**config.mk**
```make
export PLATFORM = sky130hd
export DESIGN_NAME = line_cdr_top
export DESIGN_NICKNAME = d
export VERILOG_FILES = /design/src/rtl/line_cdr_pkg.sv /design/src/rtl/cdr_edge_det.sv /design/src/rtl/cdr_phase_track.sv /design/src/rtl/cdr_ami_decode.sv /design/src/rtl/cdr_loss_mon.sv /design/src/rtl/line_cdr_top.sv
export SDC_FILE = /design/constraint.sdc
export NUM_CORES = 1
export LEC_CHECK = 0
export BUFFER_PORTS_ARGS = -buffer_cell sky130_fd_sc_hd__buf_4
export CAP_MARGIN = 20
export CORE_MARGIN = 5
export CORE_UTILIZATION = 58
export DETAILED_ROUTE_END_ITERATION = 12
export HOLD_SLACK_MARGIN = 0.1
export PLACE_DENSITY = 0.74
export SETUP_SLACK_MARGIN = 0.4
export SYNTH_ARGS = -nofsm -noshare
export SYNTH_HDL_FRONTEND = slang
export SYNTH_HIERARCHICAL = 1
export SYNTH_SLANG_ARGS = --single-unit
```
**constraint.sdc**
```tcl
create_clock -name clk -period 2.6 [get_ports clk]
set_input_delay 0.39 -clock clk [delete_from_list [all_inputs] [get_ports clk]]
set_output_delay 0.39 -clock clk [all_outputs]
set_load 0.01 [all_outputs]
```
**src/rtl/line_cdr_pkg.sv**
```systemverilog
package line_cdr_pkg;
  typedef struct packed {
    logic valid;
    logic data;
    logic bpv;
  } cdr_bit_t;
endpackage

```
**src/rtl/cdr_edge_det.sv**
```systemverilog
module cdr_edge_det (
  input  logic clk,
  input  logic rst_n,
  input  logic pos_i,
  input  logic neg_i,
  output logic mark_edge_o,
  output logic mark_pos_o
);
  logic [1:0] raw;
  logic [1:0] stg1;
  logic [1:0] stg2;

  assign raw = {neg_i, pos_i};

  // one synchronising pair per polarity lane
  for (genvar g = 0; g < 2; g++) begin : g_lane
    always_ff @(posedge clk or negedge rst_n) begin
      if (!rst_n) begin
        stg1[g] <= 1'b0;
        stg2[g] <= 1'b0;
      end else begin
        stg1[g] <= raw[g];
        stg2[g] <= stg1[g];
      end
    end
  end

  assign mark_edge_o = (|stg1) & ~(|stg2);
  assign mark_pos_o  = stg1[0];

  p_edge_new_r2: assert property (@(posedge clk) disable iff (!rst_n)
    mark_edge_o |=> !mark_edge_o);
endmodule

```
**src/rtl/cdr_phase_track.sv**
```systemverilog
module cdr_phase_track #(
  parameter int OSR = 16
) (
  input  logic clk,
  input  logic rst_n,
  input  logic mark_edge_i,
  output logic strobe_o
);
  localparam int PW  = $clog2(OSR);
  localparam int MID = OSR / 2;

  logic [PW-1:0] ph_q;
  logic [PW-1:0] ph_d;
  logic          early;
  logic          late;

  assign early = mark_edge_i && (ph_q != '0) && (ph_q < PW'(MID));
  assign late  = mark_edge_i && (ph_q >= PW'(MID));

  always_comb begin
    if (early)     ph_d = ph_q;
    else if (late) ph_d = ph_q + PW'(2);
    else           ph_d = ph_q + PW'(1);
  end

  always_ff @(posedge clk or negedge rst_n) begin
    if (!rst_n) ph_q <= '0;
    else        ph_q <= ph_d;
  end

  assign strobe_o = (ph_q == PW'(MID));

  p_phase_step_r3: assert property (@(posedge clk) disable iff (!rst_n)
    !mark_edge_i |=> (ph_q == PW'($past(ph_q) + PW'(1))));
  p_phase_bound_r3: assert property (@(posedge clk) disable iff (!rst_n)
    mark_edge_i |=> (PW'(ph_q - $past(ph_q)) <= PW'(2)));
endmodule

```
**src/rtl/cdr_ami_decode.sv**
```systemverilog
module cdr_ami_decode
  import line_cdr_pkg::*;
(
  input  logic     clk,
  input  logic     rst_n,
  input  logic     mark_edge_i,
  input  logic     mark_pos_i,
  input  logic     strobe_i,
  output logic     mark_now_o,
  output cdr_bit_t bit_o
);
  logic hold_q;
  logic hold_pos_q;
  logic seen_q;
  logic last_pos_q;
  logic pol_now;
  logic viol;

  assign mark_now_o = hold_q | mark_edge_i;
  assign pol_now    = mark_edge_i ? mark_pos_i : hold_pos_q;
  assign viol       = mark_now_o & seen_q & (pol_now == last_pos_q);

  always_ff @(posedge clk or negedge rst_n) begin
    if (!rst_n) begin
      hold_q     <= 1'b0;
      hold_pos_q <= 1'b0;
      seen_q     <= 1'b0;
      last_pos_q <= 1'b0;
      bit_o      <= '0;
    end else begin
      bit_o.valid <= strobe_i;
      bit_o.data  <= strobe_i & mark_now_o;
      bit_o.bpv   <= strobe_i & viol;
      if (strobe_i) begin
        hold_q <= 1'b0;
        if (mark_now_o) begin
          seen_q     <= 1'b1;
          last_pos_q <= pol_now;
        end
      end else if (mark_edge_i) begin
        hold_q     <= 1'b1;
        hold_pos_q <= mark_pos_i;
      end
    end
  end

  p_bpv_is_mark_r6: assert property (@(posedge clk) disable iff (!rst_n)
    bit_o.bpv |-> (bit_o.data && bit_o.valid));
  p_data_gated_r5: assert property (@(posedge clk) disable iff (!rst_n)
    !bit_o.valid |-> !bit_o.data);
  p_valid_single_r4: assert property (@(posedge clk) disable iff (!rst_n)
    bit_o.valid |=> !bit_o.valid);
endmodule

```
**src/rtl/cdr_loss_mon.sv**
```systemverilog
module cdr_loss_mon #(
  parameter int OSR      = 16,
  parameter int LOS_BITS = 192
) (
  input  logic clk,
  input  logic rst_n,
  input  logic mark_edge_i,
  input  logic mark_now_i,
  input  logic strobe_i,
  output logic lost_o,
  output logic clk_en_o
);
  localparam int PW = $clog2(OSR);
  localparam int IW = $clog2(LOS_BITS + 1);

  logic [IW-1:0] idle_q;
  logic [IW:0]   idle_inc;
  logic [PW-1:0] ref_q;
  logic          ref_tick;
  logic          hit_limit;

  assign idle_inc  = {1'b0, idle_q} + (IW+1)'(1);
  assign hit_limit = idle_inc >= (IW+1)'(LOS_BITS);
  assign ref_tick  = (ref_q == PW'(OSR - 1));

  always_ff @(posedge clk or negedge rst_n) begin
    if (!rst_n) begin
      idle_q   <= '0;
      ref_q    <= '0;
      lost_o   <= 1'b0;
      clk_en_o <= 1'b0;
    end else begin
      ref_q    <= ref_q + PW'(1);
      clk_en_o <= lost_o ? ref_tick : strobe_i;
      if (strobe_i) begin
        if (mark_now_i)     idle_q <= '0;
        else if (!hit_limit) idle_q <= idle_inc[IW-1:0];
        else                 idle_q <= IW'(LOS_BITS);
      end
      if (mark_edge_i)
        lost_o <= 1'b0;
      else if (strobe_i && !mark_now_i && hit_limit)
        lost_o <= 1'b1;
    end
  end

  p_los_clear_r8: assert property (@(posedge clk) disable iff (!rst_n)
    (lost_o && mark_edge_i) |=> !lost_o);
  p_los_rise_r7: assert property (@(posedge clk) disable iff (!rst_n)
    $rose(lost_o) |-> ($past(strobe_i) && !$past(mark_now_i)));
endmodule

```
**src/rtl/line_cdr_top.sv**
```systemverilog
module line_cdr_top
  import line_cdr_pkg::*;
#(
  parameter int OSR      = 16,
  parameter int LOS_BITS = 192
) (
  input  logic clk,
  input  logic rst_n,
  input  logic line_pos_i,
  input  logic line_neg_i,
  output logic bit_valid_o,
  output logic bit_data_o,
  output logic bit_bpv_o,
  output logic carrier_lost_o,
  output logic clk_en_o
);
  logic     mark_edge;
  logic     mark_pos;
  logic     strobe;
  logic     mark_now;
  cdr_bit_t rbit;

  cdr_edge_det u_edge (
    .clk(clk), .rst_n(rst_n), .pos_i(line_pos_i), .neg_i(line_neg_i),
    .mark_edge_o(mark_edge), .mark_pos_o(mark_pos));

  cdr_phase_track #(.OSR(OSR)) u_phase (
    .clk(clk), .rst_n(rst_n), .mark_edge_i(mark_edge), .strobe_o(strobe));

  cdr_ami_decode u_dec (
    .clk(clk), .rst_n(rst_n), .mark_edge_i(mark_edge), .mark_pos_i(mark_pos),
    .strobe_i(strobe), .mark_now_o(mark_now), .bit_o(rbit));

  cdr_loss_mon #(.OSR(OSR), .LOS_BITS(LOS_BITS)) u_los (
    .clk(clk), .rst_n(rst_n), .mark_edge_i(mark_edge), .mark_now_i(mark_now),
    .strobe_i(strobe), .lost_o(carrier_lost_o), .clk_en_o(clk_en_o));

  assign bit_valid_o = rbit.valid;
  assign bit_data_o  = rbit.data;
  assign bit_bpv_o   = rbit.bpv;

  p_clk_follow_r9: assert property (@(posedge clk) disable iff (!rst_n)
    !carrier_lost_o |=> (clk_en_o == bit_valid_o));
endmodule

```
==> key figures <==
Place
  – GP Congestion: 0.896
  – Setup slack at placement: 619 ps
  – Dpl hpwl: 1730 µm
  – Port buffer count: 8

CTS
  – Post_cts resized: 0
  – Clk slew on worst S/H paths: 100 ps
  – CTS sink cnt: 29
  – CTS root buf: clkbuf_4
  – Number of buffers created by CTS: 5
  – CTS tree: done
  – Clk_lat worst skew: around 320 ps
  – # H-tree levels: 2
  – CTS Buffer Depth: 2
  – Setup repair bufs after CTS: 0

Routing
  – Routed wire length: between 2000 and 2500 µm
  – Vias per cell: roughly 5.8
  – 1st-iter DRT viols: 23
  – Routed via count: a little under 1,000
  – Antenna-violating nets left: 0
  – DRC: 0
  – Avg WL per Cell: roughly 15 µm
  – First-pass DRT Iterations: 4

Worst setup path
  – Endpoint class of the critical path: register
  – Crit path max fanout: 8
  – Worst path max stage delay: 450 ps
  – Critical path data arrival time: 2190 ps
  – Slowest CP cell: dfrtp_1
  – Buf+Inv Stages, Crit Path: 0
  – CP cell instances: ha_1 > nor3b_2 > a32oi_1 > o211a_4 > and3_1 > a221o_1
  – Worst Setup Start Kind: register
  – Critical path required time: around 2800 ps
  – CP Class: reg -> reg
  – Critical path's top delay family: compound AO/OA/AOI/OAI gates

Layout
  – Layout area overhead: 13.3%
  – Layout Nets: 147
  – Layout cell share with drive strength beyond 1: 21.0%
  – Antenna diode count: 0
  – Commonest non-fill, non-tap cells in the layout: dfrtp_1 (29), inv_1 (11), buf_4 (10), nor2_1 (9), a21oi_1 (8)
  – Filler Cells Inserted: 177
  – Most common cell after layout, fill and taps aside: dfrtp_1

Timing
  – Fin crit share: between 70% and 80%
  – Final hold vios: 0
  – Worst setup margin: around 610 ps
  – Crit path time final: 1990 ps
  – Setup violators final: 0
  – Max Clk Rate: between 500 and 600 MHz
  – Fin Hold WS: 169 ps
  – Worst slew pin tran: 366 ps
  – Pins Over Slew Limit: 0
  – Layout Skew: around 17 ps
  – Setup TNS: 0 ps
  – Unrepaired setup endpoints after global routing: false
  – Rel. slew slack: 75.6%

Power
  – Worst IR Drop VDD: 0.588 mV
  – Lkg Pwr: 0.736 nW
  – Power per cell area: 836 nW/µm²

GRT
  – GRT Total Usage: between 10% and 20%
  – First-pass GRT wire length: around 4500 µm
  – Vias in the first global route: between 1,000 and 1,500
  – GR peak layer: met2
  – Met1 usage: 23.3%
  – Largest net degree at the start of global routing: 30
  – Met2 GRT Util: 27.1%
  – Initial antenna violation count: 0
  – Met3 Usage GRT: approximately 5%
  – Total grt overflow: 0

Floorplan
  – Ports: 9
  – Die area: 3390 µm²
  – Chip Height: 58.2 µm
  – CORE AREA: between 2000 and 2500 µm²
  – Initial Util: 60.9%
  – Row Count: 17
  – Die X: 58.2 µm

Logic synthesis
  – Yosys cell types: 37
  – Sequential fraction of the synthesis area: 53.9%
  – Largest area contributor in the netlist: dfrtp_1
  – Area share of the largest cell type after synthesis: 53.9%
  – Syn. warnings: 6
  – Seq cells post-synth: 29
  – Syn Area/Cell: roughly 11 µm²
  – Top cells by area, synth: dfrtp_1 (54%), ha_1 (5.6%), inv_1 (3.1%)
  – Mapped Nets: 130
  – Syn Std Cell Area: approximately 1300 µm²
  – Mapped Cells: 120

Worst hold path
  – Hold Crit Class: in -> reg

Status
  – Status: finished, final reports clean

Flow run
  – MaxCap Viol Count: 0
layout make-up:
cell class	instances	area (µm²)	share of cell area, %
inverters	11	41.3	2.70
well taps	28	35.0	2.30
clock inverters	1	5.00	0.328
multi-input cells	79	569	37.3
clock buffers	7	65.1	4.26
repair buffers	11	85.1	5.57
flip-flops and latches	29	726	47.5
power breakdown:
| part | total, mW | switching, mW | internal (mW) |
|---|---|---|---|
| clock | 0.304 | 0.148 | 0.157 |
| sequential | 0.613 | 0.0757 | 0.537 |
| combinational | 0.359 | 0.180 | 0.179 |
| total | 1.28 | 0.403 | 0.873 |
worst paths after layout:
check                                 from                end  slack [ps]  cells after the start
max                        u_los/idle_q[0]    u_los/idle_q[3]         610                      6
min                             line_pos_i  u_edge/mark_pos_o         170                      1
max reg2reg                u_los/idle_q[0]    u_los/idle_q[3]         610                      6
min reg2reg                 u_edge/stg1[1]     u_edge/stg2[1]         390                      0
max in group asynchronous            rst_n    u_los/idle_q[0]        1770                      2
min in group asynchronous            rst_n    u_los/idle_q[2]         540                      2
cell families (layout without fill, tap and decap cells):
group | count (synthesis) | in the layout | synth area share [%]
and+or+nand+nor | 34 | 34 | 14.3
AOI/OAI and AO/OA | 30 | 30 | 16.0
DFF | 29 | 29 | 53.9
buffers and inverters | 12 | 30 | 3.90
adders and majority gates | 6 | 6 | 5.57
xor gates and xnor gates | 5 | 5 | 3.25
muxes | 4 | 4 | 3.16
Yosys cell counts:
cell type and n:
dfrtp_1 29, inv_1 11, nor2_1 9, a21oi_1 8, ha_1 6, o21ai_0 6, nand2_1 5, a31oi_1 4
nand3_1 4, nor2b_1 3, xor2_1 3, a41o_2 2, and3_1 2, mux2_2 2, mux2i_1 2, nand2b_1 2
xnor2_1 2, a211o_1 1, a221o_1 1, a22o_2 1, a32oi_1 1, and2b_1 1, buf_6 1, nand4_1 1
nand4_2 1, nor3_2 1, nor3b_2 1, o211a_4 1, o211ai_1 1, o211ai_2 1, o21ai_1 1, o221ai_1 1
o2bb2ai_1 1, or2_0 1, or2_2 1, or3_1 1, or3b_1 1
what timing repair did:
item | in CTS | in global routing
hold endpoints to repair | 29 | 0
hold buffers | 1 | 0
setup endpoints to repair | 0 | 0
sequential cells by signal, summed over array words and instances (netlist names):
name and count:
u_los/idle_q 8, u_los/lost_o 1, u_dec/seen_q 1, u_los/clk_en_o 1
u_los/ref_q 4, u_phase/ph_q 4, u_dec/bit_o 3, u_dec/hold_pos_q 1
u_edge/stg2 2, u_edge/stg1 1, u_edge/mark_pos_o 1, u_dec/hold_q 1
u_dec/last_pos_q 1
metal layers:
metal | up-vias | routed length, µm
met5 | - | 0
met4 | 0 | 12
met3 | 2 | 116
met2 | 22 | 1220
met1 | 481 | 1100
li1 | 461 | -
per-stage QoR:
| step | utilization [%] | cell area, µm² | instances | power (mW) |
|---|---|---|---|---|
| after floorplan | - | 1350 | 120 | 0.872 |
| after global placement | 65.4 | 1450 | 157 | 0.962 |
| after detailed placement | 65.4 | 1450 | 157 | 0.981 |
| after CTS | 69.0 | 1530 | 166 | 1.29 |
| after global routing | 69.0 | 1530 | 166 | 1.38 |
| final | 69.0 | 1530 | 166 | 1.28 |
Note: power is estimated with default switching activity, not from simulation.
